[config.mk]
export PLATFORM = sky130hd
export DESIGN_NAME = endian_regport
export DESIGN_NICKNAME = d
export VERILOG_FILES = /design/src/rtl/endian_regport_pkg.sv /design/src/rtl/endian_regport_ctrl.sv /design/src/rtl/endian_regport_dp.sv /design/src/rtl/endian_regport.sv
export SDC_FILE = /design/constraint.sdc
export NUM_CORES = 1
export LEC_CHECK = 0
export BUFFER_PORTS_ARGS = -buffer_cell sky130_fd_sc_hd__buf_2
export CAP_MARGIN = 20
export CORE_AREA = 2 2 165 167
export CTS_CLUSTER_SIZE = 12
export DETAILED_ROUTE_END_ITERATION = 7
export DIE_AREA = 0 0 167 169
export PLACE_DENSITY = 0.55
export REMOVE_ABC_BUFFERS = 1
export SLEW_MARGIN = 15
export SYNTH_ARGS = -nofsm -noshare
export SYNTH_HDL_FRONTEND = slang
export SYNTH_HIERARCHICAL = 1
export SYNTH_SLANG_ARGS = --single-unit
[constraint.sdc]
create_clock -name clk -period 1.5 [get_ports clk]
set_clock_uncertainty 0.1 [all_clocks]
set_input_delay 0.075 -clock clk [delete_from_list [all_inputs] [get_ports clk]]
set_output_delay 0.075 -clock clk [all_outputs]
set_load 0.02 [all_outputs]
[src/rtl/endian_regport_pkg.sv]
package endian_regport_pkg;

  typedef enum logic [2:0] {
    ST_IDLE      = 3'd0,
    ST_FLUSH_REQ = 3'd1,
    ST_WAIT_DONE = 3'd2,
    ST_FLIP      = 3'd3,
    ST_RESUME    = 3'd4
  } modeState_t;

  typedef struct packed {
    logic stall;
    logic bigMode;
  } portStrobe_t;

endpackage

[src/rtl/endian_regport_ctrl.sv]
module endian_regport_ctrl
  import endian_regport_pkg::*;
(
  input  logic        clk,
  input  logic        rst_n,
  input  logic        modeReqValid,
  input  logic        modeReqBig,
  input  logic        flushDone,
  output logic        modeBusy,
  output logic        flushReq,
  output portStrobe_t strobe
);

  modeState_t stateQ, stateD;
  logic       modeBigQ;
  logic       targetQ;
  logic       accept;
  logic       stallInt;

  assign accept   = (stateQ == ST_IDLE) && modeReqValid;
  assign modeBusy = (stateQ != ST_IDLE);
  assign flushReq = (stateQ == ST_FLUSH_REQ);
  assign stallInt = (stateQ == ST_FLUSH_REQ) || (stateQ == ST_WAIT_DONE) ||
                    (stateQ == ST_FLIP);

  assign strobe.stall   = stallInt;
  assign strobe.bigMode = modeBigQ;

  always_comb begin
    stateD = stateQ;
    unique case (stateQ)
      ST_IDLE:      if (modeReqValid) stateD = ST_FLUSH_REQ;
      ST_FLUSH_REQ: stateD = ST_WAIT_DONE;
      ST_WAIT_DONE: if (flushDone) stateD = ST_FLIP;
      ST_FLIP:      stateD = ST_RESUME;
      ST_RESUME:    stateD = ST_IDLE;
      default:      stateD = ST_IDLE;
    endcase
  end

  always_ff @(posedge clk or negedge rst_n) begin
    if (!rst_n) begin
      stateQ   <= ST_IDLE;
      modeBigQ <= 1'b0;
      targetQ  <= 1'b0;
    end else begin
      stateQ <= stateD;
      if (accept) targetQ <= modeReqBig;
      if (stateQ == ST_FLIP) modeBigQ <= targetQ;
    end
  end

  // an accepted request raises the flush and the stall on the next cycle
  a_r4_flush_after_accept: assert property (@(posedge clk) disable iff (!rst_n)
    (modeReqValid && !modeBusy) |=> (flushReq && stallInt));

  // the flush request lasts one cycle
  a_r4_flush_single_cycle: assert property (@(posedge clk) disable iff (!rst_n)
    flushReq |=> !flushReq);

  // the stall is held while the drain is not yet reported
  a_r5_stall_held_waiting: assert property (@(posedge clk) disable iff (!rst_n)
    (stateQ == ST_WAIT_DONE && !flushDone) |=> stallInt);

  // the stall falls only when leaving the flip cycle
  a_r5_release_after_flip: assert property (@(posedge clk) disable iff (!rst_n)
    $fell(stallInt) |-> $past(stateQ == ST_FLIP));

  // the mode bit moves only out of the flip cycle
  a_r6_mode_only_on_flip: assert property (@(posedge clk) disable iff (!rst_n)
    (stateQ != ST_FLIP) |=> $stable(modeBigQ));

  // no new flush starts while a change is in progress
  a_r7_no_accept_busy: assert property (@(posedge clk) disable iff (!rst_n)
    modeBusy |=> !flushReq);

endmodule

[src/rtl/endian_regport_dp.sv]
module endian_regport_dp
  import endian_regport_pkg::*;
#(
  parameter int DATA_W = 64,
  parameter int ADDR_W = 5,
  parameter int SZ_W   = 2
)(
  input  logic              clk,
  input  logic              rst_n,
  input  portStrobe_t       strobe,
  input  logic              rdEn,
  input  logic [ADDR_W-1:0] rdAddr,
  output logic              rdValid,
  output logic [DATA_W-1:0] rdData,
  output logic              rfRdEn,
  output logic [ADDR_W-1:0] rfRdAddr,
  input  logic [DATA_W-1:0] rfRdData,
  input  logic              wrEn,
  input  logic [ADDR_W-1:0] wrAddr,
  input  logic [DATA_W-1:0] wrData,
  output logic              rfWrEn,
  output logic [ADDR_W-1:0] rfWrAddr,
  output logic [DATA_W-1:0] rfWrData,
  input  logic [SZ_W-1:0]   xferSize,
  input  logic [DATA_W-1:0] xferIn,
  output logic [DATA_W-1:0] xferOut
);

  localparam int BYTES    = DATA_W / 8;
  localparam int SIZE_CNT = $clog2(BYTES) + 1;
  localparam int LAST_B   = BYTES - 1;

  logic [DATA_W-1:0] rdSwapped;
  logic [DATA_W-1:0] wrSwapped;
  logic [DATA_W-1:0] xferBySize [SIZE_CNT];

  // full-word byte reversal for both storage ports
  for (genvar b = 0; b < BYTES; b++) begin : g_word_swap
    assign rdSwapped[8*b +: 8] = rfRdData[8*(LAST_B-b) +: 8];
    assign wrSwapped[8*b +: 8] = wrData[8*(LAST_B-b) +: 8];
  end

  // lane-wise byte reversal, one variant per operand size
  for (genvar s = 0; s < SIZE_CNT; s++) begin : g_size
    localparam int LANE = 1 << s;
    for (genvar b = 0; b < BYTES; b++) begin : g_byte
      localparam int SRC = (b / LANE) * LANE + (LANE - 1) - (b % LANE);
      assign xferBySize[s][8*b +: 8] = xferIn[8*SRC +: 8];
    end
  end

  assign rfRdEn   = rdEn && !strobe.stall;
  assign rfRdAddr = rdAddr;
  assign rdValid  = rfRdEn;
  assign rdData   = !rfRdEn ? '0 : (strobe.bigMode ? rdSwapped : rfRdData);

  assign rfWrEn   = wrEn && !strobe.stall;
  assign rfWrAddr = wrAddr;
  assign rfWrData = strobe.bigMode ? wrSwapped : wrData;

  assign xferOut  = strobe.bigMode ? xferBySize[xferSize] : xferIn;

  // storage sees no write while the pipeline is held
  a_r8_no_write_stalled: assert property (@(posedge clk) disable iff (!rst_n)
    strobe.stall |-> !rfWrEn);

  // a held pipeline gets no read data
  a_r8_no_read_stalled: assert property (@(posedge clk) disable iff (!rst_n)
    strobe.stall |-> (!rdValid && rdData == '0));

  // in big-endian mode the lowest read byte comes from the top stored byte
  a_r3_be_read_order: assert property (@(posedge clk) disable iff (!rst_n)
    (rdValid && strobe.bigMode) |-> rdData[7:0] == rfRdData[DATA_W-1 -: 8]);

  // in little-endian mode a write reaches storage unchanged
  a_r2_le_write_pass: assert property (@(posedge clk) disable iff (!rst_n)
    (rfWrEn && !strobe.bigMode) |-> rfWrData == wrData);

endmodule

[src/rtl/endian_regport.sv]
module endian_regport
  import endian_regport_pkg::*;
#(
  parameter int DATA_W = 64,
  parameter int ADDR_W = 5
)(
  input  logic              clk,
  input  logic              rst_n,
  input  logic              modeReqValid,
  input  logic              modeReqBig,
  output logic              modeBusy,
  output logic              flushReq,
  input  logic              flushDone,
  output logic              stall,
  output logic              modeBig,
  input  logic              rdEn,
  input  logic [ADDR_W-1:0] rdAddr,
  output logic              rdValid,
  output logic [DATA_W-1:0] rdData,
  output logic              rfRdEn,
  output logic [ADDR_W-1:0] rfRdAddr,
  input  logic [DATA_W-1:0] rfRdData,
  input  logic              wrEn,
  input  logic [ADDR_W-1:0] wrAddr,
  input  logic [DATA_W-1:0] wrData,
  output logic              rfWrEn,
  output logic [ADDR_W-1:0] rfWrAddr,
  output logic [DATA_W-1:0] rfWrData,
  input  logic [1:0]        xferSize,
  input  logic [DATA_W-1:0] xferIn,
  output logic [DATA_W-1:0] xferOut
);

  portStrobe_t strobe;

  assign stall   = strobe.stall;
  assign modeBig = strobe.bigMode;

  endian_regport_ctrl i_ctrl (
    .clk          (clk),
    .rst_n        (rst_n),
    .modeReqValid (modeReqValid),
    .modeReqBig   (modeReqBig),
    .flushDone    (flushDone),
    .modeBusy     (modeBusy),
    .flushReq     (flushReq),
    .strobe       (strobe)
  );

  endian_regport_dp #(
    .DATA_W (DATA_W),
    .ADDR_W (ADDR_W),
    .SZ_W   (2)
  ) i_dp (
    .clk      (clk),
    .rst_n    (rst_n),
    .strobe   (strobe),
    .rdEn     (rdEn),
    .rdAddr   (rdAddr),
    .rdValid  (rdValid),
    .rdData   (rdData),
    .rfRdEn   (rfRdEn),
    .rfRdAddr (rfRdAddr),
    .rfRdData (rfRdData),
    .wrEn     (wrEn),
    .wrAddr   (wrAddr),
    .wrData   (wrData),
    .rfWrEn   (rfWrEn),
    .rfWrAddr (rfWrAddr),
    .rfWrData (rfWrData),
    .xferSize (xferSize),
    .xferIn   (xferIn),
    .xferOut  (xferOut)
  );

endmodule

==> qor.yml <==
worstPathArrival_ns: 1.64
dp.cells: 1358
cts.path.max_buffers: 2
io_pins: 420
drt.antenna.violating_nets: 0
grt_use_met1_pct: 18.11
clk-insertion-delay-late_ns: 0.23
clockRootBuffer: "clkbuf_16"
yosys_register_bits: 5
area.growth.synth_to_final_pct: 85.87
status: "complete, but fails checks"
num-nets-final: 1253
drtPass1Iterations: 4
grt-busiest-layer: "met2"
grt_max_degree: 63
synth_area_leaders: "o221ai_2 (16%), mux2_2 (13%), mux2i_1 (12%)"
antenna_found_initial: 1
htree_levels: 1
fp.dieH_um: 169
timing.final.crit_share_pct: 120.8
grt_pass1_wl_um: 33610
drt_iter0_markers: 240
min_path_type: "input pin to output pin"
worstPathMaxFanout: 16
grt_pass1_vias: 6261
n_antenna_cell: 0
rsz0062_at_grt: "yes"
design.core.area_mm2: 0.02650
detailed_place_hpwl_um: 17750
slowest_stage: "dfrtp_4"
yosys.area.top_type: "o221ai_2"
syn_area_per_cell_um2: 8.486
holdWs_ns: 0.05014
num_rows: 60
cts_tree: "yes"
fin_crit_ns: 1.812
cap_violations: 0
fin_ws_ns: -0.3122
critPathKind: "flip-flop to output pin"
worst_setup_path_start_kind: "flip-flop"
grtUsageTotal_pct: 14.30
synth_top_area_share_pct: 16.41
overflow: 0
crit_required_ns: 1.32
vdd_drop_max_mv: 0.9372
fmax_ghz: 0.5518
syn-instance-count: 647
fp.dieArea_mm2: 0.02822
finalSetupViolations: 194
gp_congestion: 0.8237
ys_types: 33
ys_seq_area_share_pct: 2.279
die_w_um: 167
via_per_inst: 4.860
p_leak_nw: 4.326
cts_buffers: 3
use_met2_pct: 25.51
drcViolationCount: 0
slowest_delay_ns: 0.45
drive_gt1_share_pct: 77.52
worst_slew_pin_slew_ns: 0.5211
power.density_mw_per_mm2: 1594
port_buffers: 399
finalMaxSlewViolations: 0
clk_pin_slew_ns: 0.03
clock_sinks: 5
yosysWarnings: 6
wl_um: 25390
finalNonFillerCells: 1382
power_mw: 16.27
vias: 6717
wl_per_cell_um: 18.37
worstPathCellList: "buf_12, buf_16, mux2i_1, nor2_2, buf_4"
synth.cell_area_mm2: 0.005490
relSlewSlack_pct: 65.26
hold_violations: 0
endpoint_kind: "output pin"
violations: "negative setup slack"
use_met3_pct: 2.595
tns_ns: -45.49
start_util_pct: 20.72
per-layer routing:
layer	vias up	share of wire, %
met3	41	6.1
met5	-	0
met4	0	2.2
met2	282	51
li1	3150	-
met1	3244	40
state kept, by name, indices dropped and copies added (netlist names):
signal and count:
i_ctrl/stateQ 3, i_ctrl/modeBigQ 1, i_ctrl/targetQ 1
cells in the final DEF (no fill, tap or decap), drive strengths merged:
master       instances
nor2                67
nor3                 1
inv                 64
dlygate4sd3          2
nor3b                1
or3                  1
mux2                68
a21oi               30
xnor2                1
o21ai               31
buf                460
nand2b              33
nor2b               32
o211ai              32
o221ai              62
a32oi                2
mux2i               65
nor4b                1
clkbuf              13
nand3b               1
dfrtp                5
nand2                4
and2                33
a2bb2oi             32
synth_stat cells, drive strengths merged:
cell,n
o211ai,32
o221ai,62
a21oi,30
nor4b,1
dfrtp,5
a32oi,2
a2bb2oi,32
mux2,68
nand2,4
nor2b,32
nor2,67
or3,1
and2,32
mux2i,65
inv,64
buf,69
clkbuf,13
xnor2,1
nor3,1
nand3b,1
o21ai,31
nand2b,33
nor3b,1
final cells by class:
type,instances,area [µm²]
Inverter,64,240.2
Tap cell,341,426.7
Multi-Input combinational cell,497,5585
Clock buffer,4,78.83
Sequential cell,5,128.9
Timing Repair Buffer,471,3745
Fill cell,2596,16300
report_power, final:
| part | switching [mW] | internal [mW] | total [mW] |
|---|---|---|---|
| logic | 8.01 | 7.54 | 15.6 |
| clock network | 0.0861 | 0.352 | 0.438 |
| registers | 0.0606 | 0.212 | 0.272 |
worst paths after layout:
path | endpoint | from | depth (start not counted) | slack (ns)
worst max-delay path | rdData[33] | i_ctrl/modeBigQ | 5 | -0.31
worst min-delay path | rfRdAddr[1] | rdAddr[1] | 0 | 0.05
worst max register to register | i_ctrl/targetQ | i_ctrl/stateQ[2] | 3 | 0.10
worst min register to register | i_ctrl/targetQ | i_ctrl/targetQ | 1 | 0.39
max in group asynchronous | i_ctrl/modeBigQ | rst_n | 2 | 1.02
min in group asynchronous | i_ctrl/stateQ[2] | rst_n | 2 | 0.13
per-stage QoR:
step / utilization (%) / setup slack [ns] / cell area [µm²]
4_1_cts: 32.74 / -0.3145 / 8676
2_1_floorplan: - / -7.269 / 4918
6_report: 38.51 / -0.3122 / 10200
3_3_place_gp: 29.94 / -0.07104 / 7934
5_1_grt: 38.51 / -0.3655 / 10200
3_5_place_dp: 29.94 / -0.07928 / 7934
cells by family after synthesis:
family	after synthesis	share of synthesized area, %
buf+inv	146	14.79
xor+xnor	1	0.1596
simple gates	173	16.68
flops	5	2.279
mux	133	25.80
compound gates	189	40.29
critical path: cells and delay by family, from the launching register on:
kind / cells / cell delay [ns]
multiplexers: 1 / 0.29
AND/OR/NAND/NOR: 1 / 0.07
buffers and inverters: 3 / 0.56
flip-flops: 1 / 0.45
what timing repair did:
action,CTS,global route
resized for setup,157,301
pin swaps,27,62
hold endpoints to repair,6,0
endpoints found under the setup margin,195,199
cloned,4,13
hold buffers,2,0
setup buffers,4,2
(Power assumes the default switching activity.)
